File: src/rtl/mdio_pkg.sv
package mdio_pkg;

    localparam int PHY_AW   = 5;
    localparam int REG_AW   = 5;
    localparam int DATA_W   = 16;
    localparam int PRE_LEN  = 32;
    localparam int WORD_W   = 2 + 2 + PHY_AW + REG_AW + 2 + DATA_W;
    localparam int RD_BITS  = WORD_W - 2 - DATA_W;
    localparam int CNT_W    = $clog2(WORD_W);

    localparam logic [1:0] START_CODE = 2'b01;
    localparam logic [1:0] OP_READ    = 2'b10;
    localparam logic [1:0] OP_WRITE   = 2'b01;
    localparam logic [1:0] TURN_CODE  = 2'b10;

    typedef enum logic [2:0] {
        ST_IDLE,
        ST_PRE,
        ST_PRE_END,
        ST_CMD,
        ST_CMD_END,
        ST_REL,
        ST_DATA,
        ST_REL_END
    } mdio_st_e;

    typedef struct packed {
        logic              rd;
        logic [PHY_AW-1:0] phy;
        logic [REG_AW-1:0] regad;
        logic [DATA_W-1:0] wdata;
    } mdio_req_t;

    function automatic logic [WORD_W-1:0] frame_word(input mdio_req_t r);
        return {START_CODE, (r.rd ? OP_READ : OP_WRITE), r.phy, r.regad,
                TURN_CODE, r.wdata};
    endfunction

    function automatic logic state_has_high(input mdio_st_e s);
        return (s == ST_PRE) || (s == ST_CMD) || (s == ST_REL) ||
               (s == ST_DATA) || (s == ST_REL_END);
    endfunction

endpackage

File: src/rtl/mdio_half_timer.sv
module mdio_half_timer #(
    parameter int HALF_CLKS = 2
) (
    input  logic clk,
    input  logic rst,
    input  logic run,
    output logic tick
);
    localparam int CW = (HALF_CLKS > 1) ? $clog2(HALF_CLKS) : 1;
    localparam logic [CW-1:0] LAST = CW'(HALF_CLKS - 1);

    logic [CW-1:0] cnt;

    always_ff @(posedge clk) begin
        if (rst || !run) begin
            cnt <= '0;
        end else if (cnt == LAST) begin
            cnt <= '0;
        end else begin
            cnt <= cnt + 1'b1;
        end
    end

    assign tick = run && (cnt == LAST);
endmodule

File: src/rtl/mdio_frame_seq.sv
module mdio_frame_seq
    import mdio_pkg::*;
(
    input  logic      clk,
    input  logic      rst,
    input  logic      start,
    input  mdio_req_t req_in,
    input  logic      tick,
    output logic      busy,
    output logic      done,
    output logic      mdc,
    output logic      mdo,
    output logic      oe,
    output logic      smp_data,
    output logic      smp_ack,
    output logic      fin_rd
);
    mdio_st_e          st;
    logic              ph;
    logic [CNT_W-1:0]  bitn;
    logic [WORD_W-1:0] tx;
    logic              rd_q;
    logic              done_q;
    logic              end_half;

    assign end_half = tick && (ph || !state_has_high(st));

    always_ff @(posedge clk) begin
        if (rst) begin
            st     <= ST_IDLE;
            ph     <= 1'b0;
            bitn   <= '0;
            tx     <= '0;
            rd_q   <= 1'b0;
            done_q <= 1'b0;
        end else begin
            done_q <= 1'b0;
            if (start && st == ST_IDLE) begin
                st   <= ST_PRE;
                ph   <= 1'b0;
                bitn <= CNT_W'(PRE_LEN - 1);
                tx   <= frame_word(req_in);
                rd_q <= req_in.rd;
            end else if (st != ST_IDLE && tick) begin
                if (state_has_high(st) && !ph) begin
                    ph <= 1'b1;
                end else begin
                    ph <= 1'b0;
                    unique case (st)
                        ST_PRE: begin
                            if (bitn == '0) st <= ST_PRE_END;
                            else bitn <= bitn - 1'b1;
                        end
                        ST_PRE_END: begin
                            st   <= ST_CMD;
                            bitn <= rd_q ? CNT_W'(RD_BITS - 1) : CNT_W'(WORD_W - 1);
                        end
                        ST_CMD: begin
                            if (bitn == '0) begin
                                st <= ST_CMD_END;
                            end else begin
                                bitn <= bitn - 1'b1;
                                tx   <= {tx[WORD_W-2:0], 1'b0};
                            end
                        end
                        ST_CMD_END: st <= ST_REL;
                        ST_REL: begin
                            if (rd_q) begin
                                st   <= ST_DATA;
                                bitn <= CNT_W'(DATA_W - 1);
                            end else begin
                                st     <= ST_IDLE;
                                done_q <= 1'b1;
                            end
                        end
                        ST_DATA: begin
                            if (bitn == '0) st <= ST_REL_END;
                            else bitn <= bitn - 1'b1;
                        end
                        ST_REL_END: begin
                            st     <= ST_IDLE;
                            done_q <= 1'b1;
                        end
                        default: st <= ST_IDLE;
                    endcase
                end
            end
        end
    end

    assign busy     = (st != ST_IDLE);
    assign done     = done_q;
    assign mdc      = ph;
    assign oe       = (st == ST_PRE) || (st == ST_PRE_END) ||
                      (st == ST_CMD) || (st == ST_CMD_END);
    assign mdo      = ((st == ST_PRE) || (st == ST_PRE_END)) ? 1'b1 :
                      ((st == ST_CMD) || (st == ST_CMD_END)) ? tx[WORD_W-1] : 1'b0;
    assign smp_data = end_half && ph && (st == ST_DATA);
    assign smp_ack  = end_half && ph && (st == ST_REL) && rd_q;
    assign fin_rd   = end_half && (st == ST_REL_END);
endmodule

File: src/rtl/mdio_rd_capture.sv
module mdio_rd_capture
    import mdio_pkg::*;
(
    input  logic              clk,
    input  logic              rst,
    input  logic              smp_data,
    input  logic              smp_ack,
    input  logic              fin_rd,
    input  logic              din,
    output logic [DATA_W-1:0] rd_data
);
    logic [DATA_W-1:0] sh;
    logic              ack_q;

    always_ff @(posedge clk) begin
        if (rst) begin
            sh      <= '0;
            ack_q   <= 1'b0;
            rd_data <= '0;
        end else begin
            if (smp_ack)  ack_q <= !din;
            if (smp_data) sh    <= {sh[DATA_W-2:0], din};
            if (fin_rd)   rd_data <= ack_q ? sh : '1;
        end
    end
endmodule

File: src/rtl/mdio_master.sv
module mdio_master
    import mdio_pkg::*;
#(
    parameter int HALF_CLKS = 2
) (
    input  logic              clk,
    input  logic              rst,
    input  logic              req,
    input  logic              req_rd,
    input  logic [PHY_AW-1:0] req_phy,
    input  logic [REG_AW-1:0] req_reg,
    input  logic [DATA_W-1:0] req_wdata,
    output logic              busy,
    output logic              done,
    output logic [DATA_W-1:0] rd_data,
    output logic              mdc,
    output logic              mdio_out,
    output logic              mdio_oe,
    input  logic              mdio_in
);
    mdio_req_t r_in;
    logic      tick, smp_data, smp_ack, fin_rd;

    assign r_in = '{rd: req_rd, phy: req_phy, regad: req_reg, wdata: req_wdata};

    mdio_half_timer #(.HALF_CLKS(HALF_CLKS)) u_timer (
        .clk  (clk),
        .rst  (rst),
        .run  (busy),
        .tick (tick)
    );

    mdio_frame_seq u_seq (
        .clk      (clk),
        .rst      (rst),
        .start    (req),
        .req_in   (r_in),
        .tick     (tick),
        .busy     (busy),
        .done     (done),
        .mdc      (mdc),
        .mdo      (mdio_out),
        .oe       (mdio_oe),
        .smp_data (smp_data),
        .smp_ack  (smp_ack),
        .fin_rd   (fin_rd)
    );

    mdio_rd_capture u_cap (
        .clk      (clk),
        .rst      (rst),
        .smp_data (smp_data),
        .smp_ack  (smp_ack),
        .fin_rd   (fin_rd),
        .din      (mdio_in),
        .rd_data  (rd_data)
    );
endmodule

File: config.mk
export PLATFORM = sky130hd
export DESIGN_NAME = mdio_master
export DESIGN_NICKNAME = d
export VERILOG_FILES = /design/src/rtl/mdio_pkg.sv /design/src/rtl/mdio_half_timer.sv /design/src/rtl/mdio_frame_seq.sv /design/src/rtl/mdio_rd_capture.sv /design/src/rtl/mdio_master.sv
export SDC_FILE = /design/constraint.sdc
export NUM_CORES = 1
export LEC_CHECK = 0
export BUFFER_PORTS_ARGS = -buffer_cell sky130_fd_sc_hd__buf_2
export CAP_MARGIN = 10
export CELL_PAD_IN_SITES_DETAIL_PLACEMENT = 2
export CELL_PAD_IN_SITES_GLOBAL_PLACEMENT = 2
export CORE_UTILIZATION = 25
export DETAILED_ROUTE_END_ITERATION = 6
export GPL_TIMING_DRIVEN = 0
export PLACE_DENSITY_LB_ADDON = 0.1
export SYNTH_ARGS = -nofsm -noshare
export SYNTH_HDL_FRONTEND = slang
export SYNTH_SLANG_ARGS = --single-unit
File: constraint.sdc
create_clock -name clk -period 2.2 [get_ports clk]
set_input_delay 0.44 -clock clk [delete_from_list [all_inputs] [get_ports clk]]
set_output_delay 0.44 -clock clk [all_outputs]
set_load 0.01 [all_outputs]
==> out/qor.yml, run 1 <==
cts_hold_buf: 0
yosysSeqAreaShare_pct: 46.7
drive_above_1_share_pct: 19.3
setup_tns_ns: 0
p_leak_nw: 1.63
crit_path_max_fanout: 8
fmax_mhz: 476
arrival_ns: 2.35
clock_sinks: 77
synth_ff_type: "dfxtp_1"
synth_warnings: 0
firstDrtPassIters: 4
synth_area_leaders: "dfxtp_1, nor2_1, a311oi_1"
cp.depth: 7
ys_types: 45
end_kind: "register"
die-area_um2: 13700
drt-wirelength-per-cell_um: 15.8
rsz0062_at_grt: "no"
grt_use_total_pct: 17.0
hold_path_startpoint: "mdio_in"
cts.clk_slew.worst_paths_ns: 0.06
final_area_um2: 4120
r2r_end: "u_seq.bitn[1]$_SDFFE_PP0P_"
synth_edf_count: 0
ys_ff_latch: 77
finalNonFillerCells: 663
grt_max_degree: 12
clk-insertion-delay-late_ns: 0.34
post_dp_cell_area_um2: 3770
avgSynthCellArea_um2: 7.76
worstMarginPinSlew_ns: 0.671
grt_pass1_wl_um: 17400
reg2reg_depth: 7
cts_buffers: 9
postRouteAntennaNets: 0
power_mw: 3.17
crit_chain: "inv_2 > ha_4 > or4b_4 > a32oi_2 > a21oi_4 > or4_1 > o31ai_1"
syn_inst: 425
start_util_pct: 25.9
drv_cap: 0
slew_headroom_pct: 55.3
layout_min_cycle_time_ns: 2.10
die_h_um: 117
power.density_nw_per_um2: 769
io_pins: 52
ff2ff_setup_slack_ns: 0.1
clock_skew_ns: 0.00872
netlist.area_leader.share_pct: 46.7
port_buffers: 51
fin_util_pct: 32.4
drt-total-wl_um: 10500
cts.path.max_buffers: 2
rows: 41
cts_root_buffer: "clkbuf_16"
area_growth_pct: 24.8
report.final.slew_viol_count: 0
fill_cells: 1546
viasPerCell: 4.87
dpl.hpwl_um: 7490
grt_pass1_vias: 3277
hold_violations: 0
pre_cts_slack_ns: -0.166
cp-start-kind: "register"
via_count: 3231
timing.hold.ws_ns: 0.310
async_flop_share_pct: 0
syn-cell-area_um2: 3300
min_to: "u_cap.ack_q$_SDFFE_PP0P_"
htreeDepth: 3
overflow: 0
antenna_found_initial: 0
synth_top_cell_by_area: "dfxtp_1"
final.period_utilization_pct: 95.5
drc_errors: 0
dpl.cell_count: 648
setup_viol_count_final: 0
hold_class: "in2reg"
crit_buf_inv: 1
rr_startpoint: "u_seq.bitn[0]$_SDFFE_PP0P_"
die_w_um: 117
slowest_delay_ns: 0.52
outcome: "finished clean"
syn_nets: 457
finalWorstSetupSlack_ns: 0.0994
placeableCoreArea_um2: 12700
vdd_drop_max_mv: 0.260
cp.required_ns: 2.45
path_delay_family: "simple AND/OR/NAND/NOR gates"
cts_tree: "yes"
critical_path_class: "reg2reg"
slowest_stage: "or4b_4"
drt_iter0_drc: 136
antenna-diode-count: 0
finalNetCount: 520
globalplace.congestion: 0.820
whs_path_depth: 2
-- registers in the layout, indices dropped and copies added (netlist names) --
name / cells
u_seq.done: 1
u_seq.rd_q: 1
u_seq.st: 3
u_seq.mdc: 1
u_timer.cnt: 1
u_seq.tx: 32
u_seq.bitn: 5
u_cap.sh: 16
u_cap.ack_q: 1
u_cap.rd_data: 16
-- cell usage after synthesis (all sizes together) (2+ instances only) --
master  number
buf         12
a211oi       4
o21ai        8
a31o         2
nand2       26
or2          2
nor4b        2
dfxtp       77
a21oi       32
o22ai        2
nor4        21
mux2i        3
nor2       124
nand2b       5
nand3        6
nor2b        3
o311a        3
clkbuf      20
o31ai        3
xnor2        2
nor3        10
or3          3
inv         21
nand3b       2
a311oi      18
-- worst max-delay path by stage --
| stage | start | to |
|---|---|---|
| floorplan | u_seq.bitn[0]$_SDFFE_PP0P_ | u_seq.bitn[1]$_SDFFE_PP0P_ |
| global placement | u_seq.bitn[0]$_SDFFE_PP0P_ | u_seq.tx[14]$_SDFFE_PP0P_ |
| detailed placement | u_seq.bitn[0]$_SDFFE_PP0P_ | u_seq.tx[14]$_SDFFE_PP0P_ |
| CTS | u_seq.bitn[0]$_SDFFE_PP0P_ | u_seq.bitn[1]$_SDFFE_PP0P_ |
| global route | u_seq.bitn[0]$_SDFFE_PP0P_ | u_seq.bitn[1]$_SDFFE_PP0P_ |
| finish | u_seq.bitn[0]$_SDFFE_PP0P_ | u_seq.bitn[1]$_SDFFE_PP0P_ |
-- layout make-up --
| cell class | instances | area, um^2 | area share [%] |
|---|---|---|---|
| Multi-Input combinational cell | 295 | 1600 | 38.9 |
| Inverter | 21 | 78.8 | 1.91 |
| Sequential cell | 77 | 1540 | 37.4 |
| Buffer | 32 | 150 | 3.65 |
| Clock inverter | 2 | 10.0 | 0.243 |
| Tap cell | 172 | 215 | 5.23 |
| Clock buffer | 12 | 256 | 6.23 |
| Timing Repair Buffer | 52 | 263 | 6.38 |
-- layout by cell type (no fill, tap or decap), types with 2 or more instances in the layout --
cell type / n
clkbuf_2: 6
clkinv_2: 2
or2_1: 2
xnor2_1: 2
clkbuf_1: 14
nor2b_1: 3
a21oi_1: 31
nor3_1: 8
clkbuf_16: 9
o311a_1: 3
nor2_1: 124
inv_1: 20
nor4_1: 21
o22ai_1: 2
or3_1: 3
nor3_2: 2
o21ai_0: 7
clkbuf_8: 2
buf_2: 60
o31ai_1: 3
buf_4: 3
dfxtp_1: 77
a211oi_1: 4
nand3_1: 5
nand3b_1: 2
nand2_1: 26
nand2b_1: 5
mux2i_1: 3
a311oi_1: 18
-- logic make-up after synthesis --
family | Yosys count | share of synthesized area, %
AO/OA/AOI/OAI | 79 | 16.3
XOR/XNOR | 2 | 0.531
adder cells (fa/ha/maj) | 1 | 0.379
buffers and inverters | 53 | 6.41
flip-flops | 77 | 46.7
multiplexers | 3 | 0.910
AND/OR/NAND/NOR | 210 | 28.7
-- what timing repair did --
action / in CTS / in global routing
pin swaps: 0 / 1
buffers inserted: 1 / 0
hold endpoints to repair: 0 / 0
setup endpoints to repair: 34 / 48
resized for setup: 7 / 21
-- per-layer routing --
metal | wire length [um] | track usage [%] | vias up
met4 | 100 | 5.57 | 0
met2 | 5080 | 28.4 | 29
met1 | 5050 | 21.8 | 1607
met5 | 0 | 0 | -
li1 | - | - | 1587
met3 | 254 | 3.35 | 8
-- where the power goes --
group	switching [mW]	total (mW)	internal, mW
combinational	0.174	0.295	0.121
clock	0.562	1.37	0.810
sequential	0.0453	1.50	1.45
No activity file was read; power rests on OpenSTA's default activity.
==> run 2: changes to the inputs <==
--- a/config.mk
+++ b/config.mk
@@ -5,12 +5,12 @@
 export SDC_FILE = /design/constraint.sdc
 export NUM_CORES = 1
 export LEC_CHECK = 0
-export BUFFER_PORTS_ARGS = -buffer_cell sky130_fd_sc_hd__buf_2
 export CAP_MARGIN = 10
 export CELL_PAD_IN_SITES_DETAIL_PLACEMENT = 2
 export CELL_PAD_IN_SITES_GLOBAL_PLACEMENT = 2
 export CORE_UTILIZATION = 25
 export DETAILED_ROUTE_END_ITERATION = 6
+export DONT_BUFFER_PORTS = 1
 export GPL_TIMING_DRIVEN = 0
 export PLACE_DENSITY_LB_ADDON = 0.1
 export SYNTH_ARGS = -nofsm -noshare
==> run 2 against run 1 <==
  * Clock skew shrank 0.0040 ns
  * Hold slack got worse by 0.12 ns
  * First-iteration DRC count decreased by 55%
  * Core utilization is 1.5 points lower
  * Die area did not move
  * Flip-flop and latch count stayed put
  * Sequential share of layout area rose by 1.9 points
  * Combinational power is 7.8% lower
  * Total power is 3.8% higher
  * Highest routed layer unchanged
==> out/qor.yml, run 2 (synthesis results as in run 1) <==
hold_class: "in2reg"
slew_headroom_pct: 55.0
clk-insertion-delay-late_ns: 0.34
setup_viol_count_final: 0
drc_errors: 0
share_comb_of_total_power_pct: 8.3
antenna_found_initial: 0
p_leak_nw: 1.43
report.final.slew_viol_count: 0
io_pins: 52
globalplace.congestion: 0.793
grt_max_degree: 13
cts_root_buffer: "clkbuf_16"
die_h_um: 117
fill_cells: 1509
firstDrtPassIters: 4
hold_violations: 0
largest_reg_flops: 32
finalNetCount: 472
port_buffers: 0
post_dp_cell_area_um2: 3510
start_util_pct: 25.9
p_clk_share_pct: 46.1
die_w_um: 117
layout_min_cycle_time_ns: 2.12
grt_use_total_pct: 17.0
reg_top3: "u_seq.tx (32), u_cap.rd_data (16), u_cap.sh (16)"
cp.required_ns: 2.46
rows: 41
drive_above_1_share_pct: 11.5
p_sw_share_pct: 25.1
cts.path.max_buffers: 2
postRouteAntennaNets: 0
cp-start-kind: "register"
via_count: 3049
top_register: "u_seq.tx"
crit_path_max_fanout: 5
final_area_um2: 3920
clock_sinks: 77
p_sw_uw: 826
viasPerCell: 4.94
clock_skew_ns: 0.00472
fmax_mhz: 471
placeableCoreArea_um2: 12700
critical_path_class: "reg2reg"
fin_util_pct: 30.8
seqPwrFrac_pct: 45.6
dpl.hpwl_um: 7490
antenna-diode-count: 0
htreeDepth: 3
cts_buffers: 9
multiInputGateArea_um2: 1610
final.period_utilization_pct: 96.6
final_common_cell: "nor2_1"
overflow: 0
area_growth_pct: 18.8
cts_tree: "yes"
p_int_mw: 2.46
outcome: "finished clean"
end_kind: "register"
grt_pass1_vias: 3194
seqCellArea_um2: 1540
drv_cap: 0
drt_iter0_drc: 61
grt_pass1_wl_um: 17200
vdd_drop_max_mv: 0.288
arrival_ns: 2.39
die-area_um2: 13700
drt-total-wl_um: 10800
worstMarginPinSlew_ns: 0.675
cts.clk_slew.worst_paths_ns: 0.06
final_cell_mix: "nor2_1, dfxtp_1, a21oi_1, nand2_1"
drt-wirelength-per-cell_um: 17.4
power.density_nw_per_um2: 838
power_mw: 3.29
==> run 2: cell count changes in the layout (fill, tap and decap cells not counted) <==
| cell | previous run | this run |
|---|---|---|
| clkbuf_8 | 2 | 1 |
| buf_4 | 3 | 4 |
| nor4_1 | 21 | 20 |
| bufinv_16 | 0 | 1 |
| nor4_2 | 0 | 1 |
| clkbuf_1 | 14 | 13 |
| clkbuf_4 | 1 | 4 |
| clkinv_2 | 2 | 4 |
| clkbuf_2 | 6 | 7 |
| buf_2 | 60 | 8 |
==> run 2: repair_timing <==
item | 4_1_cts | 5_1_grt
pin swaps | 1 | 2
setup buffers | 2 | 2
hold buffers | 0 | 0
resized for setup | 6 | 26
setup endpoints to repair | 35 | 58
==> run 2: final cells by class <==
class,count,area share (%)
clock inverter,5,1.28
clock buffer,11,6.19
sequential,77,39.3
buffer,32,3.92
inverter,21,2.01
multi-input combinational,295,41.0
timing repair buffer,4,0.766
tap,172,5.49
==> run 2: worst max-delay path, cell delays in order, from the launching register on <==
cell     delay, ns
dfxtp_1       0.32
inv_1         0.11
ha_4          0.17
or4b_4        0.52
a32oi_2       0.25
a21oi_4       0.11
or4_1         0.49
o31ai_1       0.08
==> run 2: stage by stage <==
| step | worst slack [ns] | setup TNS (ns) | std cells | hold slack (ns) |
|---|---|---|---|---|
| 2_1_floorplan | 0.233 | 0 | 425 | 0.432 |
| 3_3_place_gp | -0.173 | -3.28 | 597 | 0.443 |
| 3_5_place_dp | -0.202 | -4.03 | 597 | 0.450 |
| 4_1_cts | 0.00259 | 0 | 615 | 0.171 |
| 5_1_grt | -0.0136 | -0.0154 | 617 | 0.176 |
| 6_report | 0.0752 | 0 | 617 | 0.187 |
==> run 2: final timing paths <==
kind / startpoint / to / slack, ns / depth (start not counted)
worst max-delay path: u_seq.bitn[1]$_SDFFE_PP0P_ / u_seq.bitn[1]$_SDFFE_PP0P_ / 0.08 / 7
worst min-delay path: mdio_in / u_cap.ack_q$_SDFFE_PP0P_ / 0.19 / 1
worst max register to register: u_seq.bitn[1]$_SDFFE_PP0P_ / u_seq.bitn[1]$_SDFFE_PP0P_ / 0.08 / 7
worst min register to register: u_seq.tx[30]$_SDFFE_PP0P_ / u_seq.tx[31]$_SDFFE_PP0P_ / 0.46 / 2
==> run 2: power by group through the flow <==
stage               registers (mW)  clock network (mW)  logic, mW
detailed placement            1.53                   0      0.252
finish                        1.50                1.52      0.272
global route                  1.51                1.63      0.307
floorplan                     1.51                   0      0.183
CTS                           1.50                1.57      0.269
global placement              1.52                   0      0.245
==> run 2: per-layer routing <==
layer,vias to the layer above,track usage [%],part of all wire [%]
li1,1494,-,-
met4,0,7.00,1.2
met5,-,0,0
met1,1508,21.3,47
met2,38,27.7,48
met3,9,4.69,3.9
